File: config.mk
export PLATFORM = sky130hd
export DESIGN_NAME = cyc15_encoder
export DESIGN_NICKNAME = d
export VERILOG_FILES = /design/src/rtl/cyc15_code_pkg.sv /design/src/rtl/cyc15_check_xor.sv /design/src/rtl/cyc15_out_stage.sv /design/src/rtl/cyc15_encoder.sv
export SDC_FILE = /design/constraint.sdc
export NUM_CORES = 1
export LEC_CHECK = 0
export ABC_AREA = 1
export BUFFER_PORTS_ARGS = -buffer_cell sky130_fd_sc_hd__buf_2
export CAP_MARGIN = 0
export CORE_UTILIZATION = 46
export CTS_BUF_LIST = sky130_fd_sc_hd__clkbuf_8
export CTS_CLUSTER_SIZE = 8
export DETAILED_ROUTE_END_ITERATION = 8
export PLACE_DENSITY = 0.89
export SLEW_MARGIN = 0
export SYNTH_ARGS = -nofsm -noshare
export SYNTH_HDL_FRONTEND = slang
export SYNTH_SLANG_ARGS = --single-unit
File: constraint.sdc
create_clock -name clk -period 0.8 [get_ports clk]
set_input_delay 0.04 -clock clk [delete_from_list [all_inputs] [get_ports clk]]
set_output_delay 0.04 -clock clk [all_outputs]
set_load 0.01 [all_outputs]
File: src/rtl/cyc15_code_pkg.sv
package cyc15_code_pkg;

    localparam int CW_N   = 15;
    localparam int INFO_K = 7;
    localparam int CHK_M  = CW_N - INFO_K;

    // Generator polynomial, bit d = coefficient of x^d: 1 + x^4 + x^6 + x^7 + x^8
    localparam logic [CHK_M:0] GEN_POLY = 9'b1_1101_0001;

    // Orthogonal check sums of the corrector, all meeting on bit 14
    localparam logic [CW_N-1:0] ORTH_A = 15'b101_1000_0000_1000; // 3,11,12,14
    localparam logic [CW_N-1:0] ORTH_B = 15'b110_0000_0010_0010; // 1,5,13,14
    localparam logic [CW_N-1:0] ORTH_C = 15'b100_0000_0100_0101; // 0,2,6,14
    localparam logic [CW_N-1:0] ORTH_D = 15'b100_0101_1000_0000; // 7,8,10,14

    // Parity polynomial h(x) = (x^N + 1) / g(x), found by long division
    function automatic logic [INFO_K:0] parity_poly();
        logic [CW_N:0]   rem;
        logic [CW_N:0]   gext;
        logic [INFO_K:0] quo;
        rem        = '0;
        rem[CW_N]  = 1'b1;
        rem[0]     = 1'b1;
        gext       = {{(CW_N-CHK_M){1'b0}}, GEN_POLY};
        quo        = '0;
        for (int d = CW_N; d >= CHK_M; d--) begin
            if (rem[d]) begin
                quo[d-CHK_M] = 1'b1;
                rem          = rem ^ (gext << (d - CHK_M));
            end
        end
        return quo;
    endfunction

    // For each codeword position, the set of information bits it XORs.
    // Positions below K are identity; higher ones follow c_j = sum h_s c_(j-s).
    function automatic logic [CW_N*INFO_K-1:0] position_masks();
        logic [INFO_K:0]         hp;
        logic [CW_N*INFO_K-1:0]  m;
        logic [INFO_K-1:0]       acc;
        hp = parity_poly();
        m  = '0;
        for (int j = 0; j < INFO_K; j++) begin
            acc    = '0;
            acc[j] = 1'b1;
            m[j*INFO_K +: INFO_K] = acc;
        end
        for (int j = INFO_K; j < CW_N; j++) begin
            acc = '0;
            for (int s = 1; s <= INFO_K; s++) begin
                if (hp[s]) acc = acc ^ m[(j-s)*INFO_K +: INFO_K];
            end
            m[j*INFO_K +: INFO_K] = acc;
        end
        return m;
    endfunction

endpackage

File: src/rtl/cyc15_check_xor.sv
module cyc15_check_xor
    import cyc15_code_pkg::*;
(
    input  logic [INFO_K-1:0] info_in,
    output logic [CHK_M-1:0]  check_out
);

    localparam logic [CW_N*INFO_K-1:0] MASKS = position_masks();

    for (genvar c = 0; c < CHK_M; c++) begin : g_chk
        localparam logic [INFO_K-1:0] SEL = MASKS[(INFO_K+c)*INFO_K +: INFO_K];
        assign check_out[c] = ^(info_in & SEL);
    end

endmodule

File: src/rtl/cyc15_out_stage.sv
module cyc15_out_stage #(
    parameter int W       = 15,
    parameter bit REG_OUT = 1'b1
) (
    input  logic         clk,
    input  logic         rst_n,
    input  logic         in_valid,
    input  logic [W-1:0] in_data,
    output logic         out_valid,
    output logic [W-1:0] out_data
);

    if (REG_OUT) begin : g_reg
        logic         valid_q;
        logic [W-1:0] data_q;

        always_ff @(posedge clk or negedge rst_n) begin
            if (!rst_n) begin
                valid_q <= 1'b0;
                data_q  <= '0;
            end else begin
                valid_q <= in_valid;
                if (in_valid) data_q <= in_data;
            end
        end

        assign out_valid = valid_q;
        assign out_data  = data_q;
    end else begin : g_comb
        logic unused_clk;
        assign unused_clk = clk ^ rst_n;
        assign out_valid  = in_valid;
        assign out_data   = in_data;
    end

endmodule

File: src/rtl/cyc15_encoder.sv
module cyc15_encoder
    import cyc15_code_pkg::*;
#(
    parameter bit REG_OUT = 1'b1
) (
    input  logic              clk,
    input  logic              rst_n,
    input  logic              enc_valid,
    input  logic [INFO_K-1:0] info_bits,
    output logic              cw_valid,
    output logic [CW_N-1:0]   cw_data
);

    logic [CHK_M-1:0] check_bits;
    logic [CW_N-1:0]  cw_next;

    cyc15_check_xor u_xor (
        .info_in   (info_bits),
        .check_out (check_bits)
    );

    assign cw_next = {check_bits, info_bits};

    cyc15_out_stage #(
        .W       (CW_N),
        .REG_OUT (REG_OUT)
    ) u_out (
        .clk       (clk),
        .rst_n     (rst_n),
        .in_valid  (enc_valid),
        .in_data   (cw_next),
        .out_valid (cw_valid),
        .out_data  (cw_data)
    );

endmodule

# == Yosys cells after proc, flatten, opt, wreduce, memory -nomap -nowiden ==
# Cells that the tools add are included.
# totals
register_bits,16
latch_bits,0
ramBits,0
mem_bits_ro,0
output_inout_bits,16
mem_count,0
# op_classes
add_sub_neg,0
mul,0
n_div,0
order_cmp,0
n_eq_ne,0
n_shift,0
muxes,0
bitwise,0
n_reduce_logical,8
# op_table
operator,n
XOR reduction 7 bit,8

# == Depth between registers and ports, before layout ==
# Gate-level depths: netlist of run 1.
# depth
word_depth,1
depth_mapped,8

# == Cells and area by module ==
# Synthesis of run 1 repeated with hierarchy kept, for this count alone.
# hier_totals
cells_unflattened,104
hier_area_um2,832.0
# modules_own_cells
mod,n_inst,cells_each,area_per_inst_um2,seq_area_each_um2
cyc15_out_stage,1,65,633.1,400.4
cyc15_check_xor,1,39,198.9,0.0

# == Worst setup path after synthesis of run 1 ==
# OpenSTA, ideal clock, no wires.
# synth_timing
path_kind,reg-to-reg
from,reg u_out.out_data[11] (netlist name)
to,reg u_out.g_reg.data_q[11] (netlist: u_out.out_data[11])
arrival_time_ns,0.612
required_ns,0.684
path_slack_ns,0.072
stages_incl_launch_ff,5
synth_period_minus_slack_ns,0.728
cell_sequence,dfrtp_1 nand2_1 o21ai_0 nand2_1 nand2_1
# synth_rtl
element,line,text
end signal: assignment,cyc15_out_stage.sv:23,if (in_valid) data_q <= in_data;
end: declaration,cyc15_out_stage.sv:15,logic [W-1:0] data_q;

# == Worst setup path in the final report of run 1 ==
# layout_timing
from,reg u_out.g_reg.data_q[12] (netlist: u_out.out_data[12])
to,out cw_data[12]
# layout_rtl
element,line,text
end: declaration,cyc15_encoder.sv:11,output logic [CW_N-1:0] cw_data
# No word-level cell between the ends.

==> flow_results.xml, run 1 <==
<?xml version="1.0" encoding="UTF-8"?>
<metrics>
  <group name="cells_and_area">
    <metric name="number_of_nets_in_the_finished_design" unit="">147</metric>
    <metric name="insertedDiodeCount" unit="">0</metric>
    <metric name="drive_gt1_share" unit="%">35.6</metric>
    <metric name="layout.area.seq" unit="um^2">400</metric>
    <metric name="filler_cell_count" unit="">136</metric>
    <metric name="total_area_of_multi_input_combinational_cells" unit="um^2">340</metric>
    <metric name="synthToLayoutAreaGrowth" unit="%">31.7</metric>
  </group>
  <group name="synthesis">
    <metric name="synth.distinct_cells" unit="">16</metric>
    <metric name="avgSynthCellArea" unit="um^2">8.03</metric>
    <metric name="synthesis.yosys.warnings" unit="">0</metric>
    <metric name="syn_nets" unit="">109</metric>
    <metric name="post_synth_instance_area" unit="um^2">795</metric>
    <metric name="synth_cells" unit="">99</metric>
    <metric name="postSynthRegisterBits" unit="">16</metric>
    <metric name="synth_top_flop_cell" unit="">sky130_fd_sc_hd__dfrtp_1</metric>
    <metric name="synth_largest_area_cell" unit="">sky130_fd_sc_hd__dfrtp_1</metric>
    <metric name="synth_top_area_share" unit="%">50.4</metric>
    <metric name="synth-async-reset-ratio" unit="%">100</metric>
    <metric name="synth_enable_flop_cells" unit="">0</metric>
    <metric name="post-synth-top-count-cell" unit="">sky130_fd_sc_hd__nand2_1</metric>
    <metric name="synthTopCellsByArea" unit="">sky130_fd_sc_hd__dfrtp_1 50%, sky130_fd_sc_hd__nand2_1 18%, sky130_fd_sc_hd__nand3_1 6.3%</metric>
    <metric name="yosysSeqAreaShare" unit="%">50.4</metric>
    <metric name="synth.cells.most_frequent" unit="">38 x sky130_fd_sc_hd__nand2_1, 16 x sky130_fd_sc_hd__dfrtp_1, 10 x sky130_fd_sc_hd__nand3_1</metric>
  </group>
  <group name="pwr">
    <metric name="share_comb_of_total_power" unit="%">24.0</metric>
    <metric name="areal_power_density_over_the_cells" unit="nW/um^2">1930</metric>
    <metric name="power_switching_share" unit="%">28.3</metric>
    <metric name="static-leakage-power" unit="nW">0.578</metric>
    <metric name="irDropWorstVdd" unit="mV">1.11</metric>
    <metric name="power.net_switching" unit="mW">0.570</metric>
    <metric name="p_int" unit="mW">1.45</metric>
    <metric name="clock_power_share" unit="%">29.5</metric>
    <metric name="share_seq_of_total_power" unit="%">46.5</metric>
  </group>
  <group name="sta">
    <metric name="max_clock_freq" unit="MHz">1240</metric>
    <metric name="tightestPinTransition" unit="ns">0.356</metric>
    <metric name="final.period_utilization" unit="%">101</metric>
    <metric name="timing.clock.skew" unit="ns">0</metric>
    <metric name="least_setup_slack_across_all_paths_after_layout" unit="ns">-0.00703</metric>
    <metric name="relSlewSlack" unit="%">76.3</metric>
    <metric name="final_period_minus_worst_setup_slack" unit="ns">0.807</metric>
    <metric name="final-setup-viol-count" unit="">2</metric>
    <metric name="totalNegativeSetupSlack" unit="ns">-0.00849</metric>
    <metric name="timing.final.max_slew_violations" unit="">0</metric>
    <metric name="hold_viol" unit="">0</metric>
    <metric name="unrepaired_setup_endpoints_after_global_routing" unit="">true</metric>
  </group>
  <group name="setup_path">
    <metric name="critical_path_peak_fanout" unit="">2</metric>
    <metric name="worst-path-buf-inv" unit="">1</metric>
    <metric name="cpPeakStageDelay" unit="ns">0.38</metric>
    <metric name="setup.worst_path.end_class" unit="">primary output</metric>
    <metric name="worstSetupStartpointType" unit="">flop</metric>
    <metric name="cpLargestDelayFamily" unit="">flip-flops</metric>
    <metric name="critical_path.cell_chain" unit="">buf_2</metric>
    <metric name="timing.critical_path.slowest_stage_cell" unit="">sky130_fd_sc_hd__dfrtp_1</metric>
    <metric name="cp.required" unit="ns">0.76</metric>
    <metric name="worstPathArrival" unit="ns">0.77</metric>
    <metric name="reg2reg_slack" unit="ns">0.04</metric>
    <metric name="timing_worst_setup_path_type" unit="">reg2out</metric>
  </group>
  <group name="floorplan">
    <metric name="die_h" unit="um">43.6</metric>
    <metric name="placementRows" unit="">14</metric>
    <metric name="dieArea" unit="um^2">1900</metric>
    <metric name="core" unit="um^2">1560</metric>
    <metric name="die_w" unit="um">43.6</metric>
    <metric name="top_level_ports" unit="">26</metric>
    <metric name="initial_core_util" unit="%">51.0</metric>
  </group>
  <group name="routing">
    <metric name="drt-vias-per-instance" unit="">5.01</metric>
    <metric name="drc" unit="">8</metric>
    <metric name="drt_wl_total" unit="um">1750</metric>
    <metric name="drt-initial-drc-count" unit="">26</metric>
    <metric name="drt.antenna.violating_nets" unit="">0</metric>
    <metric name="detail_route.wl_per_cell" unit="um">11.6</metric>
    <metric name="num_vias" unit="">756</metric>
    <metric name="first_pass_iters" unit="">6</metric>
  </group>
  <group name="grt">
    <metric name="grt_usage" unit="%">20.0</metric>
    <metric name="global_route_wire_length_before_repair" unit="um">2740</metric>
    <metric name="largest_net_degree_at_the_start_of_global_routing" unit="">17</metric>
    <metric name="grt_pass1_vias" unit="">658</metric>
    <metric name="grt-ovfl-total" unit="">0</metric>
    <metric name="antenna_found_initial" unit="">0</metric>
  </group>
  <group name="clock_network">
    <metric name="clk_latency" unit="ns">0.24</metric>
    <metric name="cts.sinks" unit="">16</metric>
    <metric name="cts_tree" unit="">yes</metric>
    <metric name="cts_resized" unit="">0</metric>
    <metric name="clk_transition_reported_paths" unit="ns">0.06</metric>
    <metric name="root_buffer_cell" unit="">sky130_fd_sc_hd__clkbuf_8</metric>
    <metric name="cts_buffers" unit="">3</metric>
    <metric name="cts_htree_levels" unit="">1</metric>
    <metric name="clock_tree.buffer_depth" unit="">2</metric>
  </group>
  <group name="outcome">
    <metric name="violations" unit="">design-rule violations, negative setup slack</metric>
    <metric name="run_status" unit="">complete, but fails checks</metric>
  </group>
  <group name="place">
    <metric name="dp.final_hpwl" unit="um">1260</metric>
    <metric name="place.port_buffers" unit="">25</metric>
    <metric name="pre_cts_slack" unit="ns">0.0174</metric>
    <metric name="gp_congestion" unit="">0.886</metric>
  </group>
  <group name="run">
    <metric name="cap_viol_max_count" unit="">0</metric>
  </group>
  <group name="worst_hold_path">
    <metric name="timing.hold.worst.class" unit="">in2reg</metric>
  </group>
</metrics>
==> cell usage in the layout, fill, tap and decap left out, drive strengths merged <==
cell         netlist  routed
nand2             42      42
buf                2      34
dfrtp             16      16
nand3             11      11
inv               11      11
o21ai              6       6
xnor2              3       3
o211ai             3       3
clkbuf             0       3
o21a               2       2
xor2               1       1
nor2               1       1
a31oi              1       1
dlygate4sd3        0       1
==> layer usage <==
| metal | up-vias | track usage [%] | part of all wire, % |
|---|---|---|---|
| met1 | 342 | 24.9 | 46 |
| met5 | - | 0 | 0 |
| met4 | 0 | 9.38 | 0.57 |
| met3 | 2 | 4.17 | 4.9 |
| met2 | 23 | 33.1 | 49 |
| li1 | 389 | - | - |
==> logic make-up after synthesis <==
family / Yosys count / share of synthesized area (%)
AND/OR/NAND/NOR: 54 / 29.1
flip-flops: 16 / 50.4
buffers and inverters: 13 / 6.77
AO/OA/AOI/OAI: 12 / 9.29
XOR/XNOR: 4 / 4.41
==> final timing paths <==
kind                            cells after the start                end               start
worst max-delay path                                1        cw_data[12]  u_out.out_data[12]
worst min-delay path                                3  u_out.out_data[2]        info_bits[2]
worst max register to register                      3  u_out.out_data[8]   u_out.out_data[8]
worst min register to register                      2  u_out.out_data[2]   u_out.out_data[2]
max in group asynchronous                           2  u_out.out_data[3]               rst_n
min in group asynchronous                           2  u_out.out_data[9]               rst_n
==> worst min-delay path: stages <==
cell	delay (ns)
sky130_fd_sc_hd__buf_2	0.11
sky130_fd_sc_hd__nand2_1	0.07
sky130_fd_sc_hd__nand2_1	0.06
==> final cells by class <==
| type | instances | share of cell area [%] |
|---|---|---|
| sequential | 16 | 38.3 |
| timing repair buffer | 35 | 19.4 |
| clock buffer | 3 | 3.95 |
| multi-input combinational | 70 | 32.5 |
| inverter | 11 | 3.95 |
| tap | 16 | 1.91 |
==> sequential cells by signal, summed over array words and instances, names as in the netlist <==
name             flops
u_out.out_valid      1
u_out.out_data      15
==> power groups by stage <==
stage               Combinational [mW]  Sequential (mW)  Clock [mW]
floorplan                        0.193             1.00           0
global placement                 0.422            0.952           0
detailed placement               0.431            0.955           0
CTS                              0.456            0.940       0.599
global route                     0.534            0.947       0.626
finish                           0.485            0.938       0.595
==> repair_timing <==
action | CTS | global route
buffers inserted | 2 | 4
hold buffers | 1 | 0
setup endpoints to repair | 5 | 16
endpoints found under the hold margin | 16 | 0
==> through the flow <==
stage          area (um^2)  util [%]  hold WS, ns  power (mW)  instances
2_1_floorplan          795         -       -0.256        1.19         99
3_3_place_gp           950      60.9      -0.0349        1.37        141
3_5_place_dp           950      60.9      -0.0297        1.39        141
4_1_cts               1020      65.2       0.0656        1.99        147
5_1_grt               1050      67.1       0.0844        2.11        151
6_report              1050      67.1       0.0680        2.02        151
Power figures use the tool's default switching activity.
==> inputs of run 2 (changes only) <==
- RECOVER_POWER: default -> 100
==> run 2 against run 1 <==
The run still ends with design-rule violations, negative setup slack left. Via count is the same. Combinational power fell by 0.8%. Total power decreased by 0.30%. Sequential share of layout area increased by 0.14 points. Clock-buffer cell count stayed put. First-iteration DRC count shrank 7.7%. Worst hold slack about the same. Fmax increased by 0.22%. Global-route usage stayed put. Wire length is 0.69% higher. Final cell count unchanged.
==> flow_results.xml, run 2 (synthesized netlist as in run 1, its figures left out) <==
<?xml version="1.0" encoding="UTF-8"?>
<metrics>
  <group name="routing">
    <metric name="num_vias" unit="">756</metric>
    <metric name="drt-initial-drc-count" unit="">24</metric>
    <metric name="drt.antenna.violating_nets" unit="">0</metric>
    <metric name="first_pass_iters" unit="">6</metric>
    <metric name="drt_wl_total" unit="um">1760</metric>
    <metric name="drc" unit="">9</metric>
    <metric name="detail_route.wl_per_cell" unit="um">11.7</metric>
    <metric name="drt-vias-per-instance" unit="">5.01</metric>
  </group>
  <group name="floorplan">
    <metric name="top_level_ports" unit="">26</metric>
    <metric name="placementRows" unit="">14</metric>
    <metric name="dieArea" unit="um^2">1900</metric>
    <metric name="die_h" unit="um">43.6</metric>
    <metric name="initial_core_util" unit="%">51.0</metric>
    <metric name="core" unit="um^2">1560</metric>
    <metric name="die_w" unit="um">43.6</metric>
  </group>
  <group name="sta">
    <metric name="final_period_minus_worst_setup_slack" unit="ns">0.805</metric>
    <metric name="hold_viol" unit="">0</metric>
    <metric name="worst_hold_slack" unit="ns">0.0683</metric>
    <metric name="timing.final.max_slew_violations" unit="">0</metric>
    <metric name="unrepaired_setup_endpoints_after_global_routing" unit="">true</metric>
    <metric name="least_setup_slack_across_all_paths_after_layout" unit="ns">-0.00528</metric>
    <metric name="final-setup-viol-count" unit="">2</metric>
    <metric name="timing.clock.skew" unit="ns">0</metric>
    <metric name="relSlewSlack" unit="%">70.7</metric>
    <metric name="tightestPinTransition" unit="ns">0.439</metric>
    <metric name="totalNegativeSetupSlack" unit="ns">-0.00569</metric>
    <metric name="final.period_utilization" unit="%">101</metric>
    <metric name="max_clock_freq" unit="MHz">1240</metric>
  </group>
  <group name="setup_path">
    <metric name="timing_worst_setup_path_type" unit="">reg2out</metric>
    <metric name="worstSetupStartpointType" unit="">flop</metric>
    <metric name="cpLargestDelayFamily" unit="">flip-flops</metric>
    <metric name="cpPeakStageDelay" unit="ns">0.38</metric>
    <metric name="critical_path_peak_fanout" unit="">2</metric>
    <metric name="worst-path-buf-inv" unit="">1</metric>
    <metric name="timing.critical_path.slowest_stage_cell" unit="">sky130_fd_sc_hd__dfrtp_1</metric>
    <metric name="worstPathArrival" unit="ns">0.77</metric>
    <metric name="setup.worst_path.end_class" unit="">primary output</metric>
    <metric name="cp.required" unit="ns">0.76</metric>
    <metric name="critical_path.cell_chain" unit="">buf_2</metric>
  </group>
  <group name="clock_network">
    <metric name="clk_transition_reported_paths" unit="ns">0.06</metric>
    <metric name="cts.sinks" unit="">16</metric>
    <metric name="root_buffer_cell" unit="">sky130_fd_sc_hd__clkbuf_8</metric>
    <metric name="cts_htree_levels" unit="">1</metric>
    <metric name="clk_latency" unit="ns">0.24</metric>
    <metric name="cts_tree" unit="">yes</metric>
    <metric name="clock_tree.buffer_depth" unit="">2</metric>
    <metric name="cts_resized" unit="">0</metric>
    <metric name="cts_buffers" unit="">3</metric>
  </group>
  <group name="cells_and_area">
    <metric name="layoutNonFillerInstCount" unit="">151</metric>
    <metric name="number_of_nets_in_the_finished_design" unit="">147</metric>
    <metric name="layout_commonest_cell" unit="">sky130_fd_sc_hd__nand2_1</metric>
    <metric name="insertedDiodeCount" unit="">0</metric>
    <metric name="number_of_flip_flops_under_the_largest_register_name" unit="">15</metric>
    <metric name="synthToLayoutAreaGrowth" unit="%">31.2</metric>
    <metric name="total_area_of_multi_input_combinational_cells" unit="um^2">340</metric>
    <metric name="filler_cell_count" unit="">137</metric>
    <metric name="drive_gt1_share" unit="%">34.8</metric>
    <metric name="layout.cells.most_common_list" unit="">38 x sky130_fd_sc_hd__nand2_1, 24 x sky130_fd_sc_hd__buf_2, 16 x sky130_fd_sc_hd__dfrtp_1</metric>
    <metric name="finish.utilization" unit="%">66.9</metric>
    <metric name="layout.area.seq" unit="um^2">400</metric>
  </group>
  <group name="pwr">
    <metric name="areal_power_density_over_the_cells" unit="nW/um^2">1930</metric>
    <metric name="post-layout-total-power" unit="mW">2.01</metric>
    <metric name="static-leakage-power" unit="nW">0.574</metric>
    <metric name="irDropWorstVdd" unit="mV">1.12</metric>
  </group>
  <group name="grt">
    <metric name="grt_pass1_vias" unit="">658</metric>
    <metric name="grt_usage" unit="%">20.0</metric>
    <metric name="largest_net_degree_at_the_start_of_global_routing" unit="">17</metric>
    <metric name="global_route_wire_length_before_repair" unit="um">2740</metric>
    <metric name="antenna_found_initial" unit="">0</metric>
    <metric name="grt-ovfl-total" unit="">0</metric>
  </group>
  <group name="run">
    <metric name="cap_viol_max_count" unit="">0</metric>
  </group>
  <group name="place">
    <metric name="place.port_buffers" unit="">25</metric>
    <metric name="dpl.cell_count" unit="">141</metric>
    <metric name="dp.final_hpwl" unit="um">1260</metric>
    <metric name="gp_congestion" unit="">0.886</metric>
  </group>
  <group name="worst_hold_path">
    <metric name="timing.hold.worst.class" unit="">in2reg</metric>
  </group>
  <group name="outcome">
    <metric name="violations" unit="">design-rule violations, negative setup slack</metric>
    <metric name="run_status" unit="">complete, but fails checks</metric>
  </group>
</metrics>
[run 2: cell types whose count changed in the layout (fill, tap and decap cells not counted), sizes merged]
cell / before / now
buf: 34 / 28
clkbuf: 3 / 9
[run 2: per-layer routing]
metal / GRT usage (%) / part of all wire (%) / vias to the layer above
met5: 0 / 0 / -
met4: 9.38 / 1.4 / 0
met3: 4.17 / 5.3 / 4
met2: 33.1 / 47 / 23
met1: 24.9 / 46 / 340
li1: - / - / 389
[run 2: final cells by class]
class / instances / area share, %
Clock buffer: 3 / 3.96
Multi-Input combinational cell: 70 / 32.7
Sequential cell: 16 / 38.4
Inverter: 11 / 3.96
Timing Repair Buffer: 35 / 19.1
Tap cell: 16 / 1.92
[run 2: power breakdown]
group	internal (mW)	switching, mW
clock network	0.333	0.260
logic	0.211	0.270
registers	0.899	0.0391
[run 2: what timing repair did]
action / in CTS / in global routing
hold endpoints to repair: 16 / 0
hold buffers: 1 / 0
setup buffers: 2 / 4
setup endpoints to repair: 5 / 16
[run 2: path summary, 6_finish.rpt]
path / start / to / slack, ns / cells after the start
max: u_out.out_data[12] / cw_data[12] / -0.005 / 1
min: info_bits[2] / u_out.out_data[2] / 0.07 / 3
max reg2reg: u_out.out_data[8] / u_out.out_data[8] / 0.02 / 3
min reg2reg: u_out.out_data[2] / u_out.out_data[2] / 0.47 / 2
max in group asynchronous: rst_n / u_out.out_data[13] / 0.27 / 2
min in group asynchronous: rst_n / u_out.out_data[9] / 0.25 / 2
[run 2: worst register-to-register path, cell delays in order, from the launching register on]
cell and delay, ns:
sky130_fd_sc_hd__dfrtp_1 0.37, sky130_fd_sc_hd__buf_4 0.13, sky130_fd_sc_hd__nor2_1 0.08, sky130_fd_sc_hd__a31oi_1 0.06
[run 2: through the flow]
step	cell area (um^2)	setup slack [ns]
detailed placement	950	0.0174
global route	1040	-0.0312
global placement	950	0.0412
finish	1040	-0.00528
floorplan	795	0.0720
CTS	1020	-0.00567
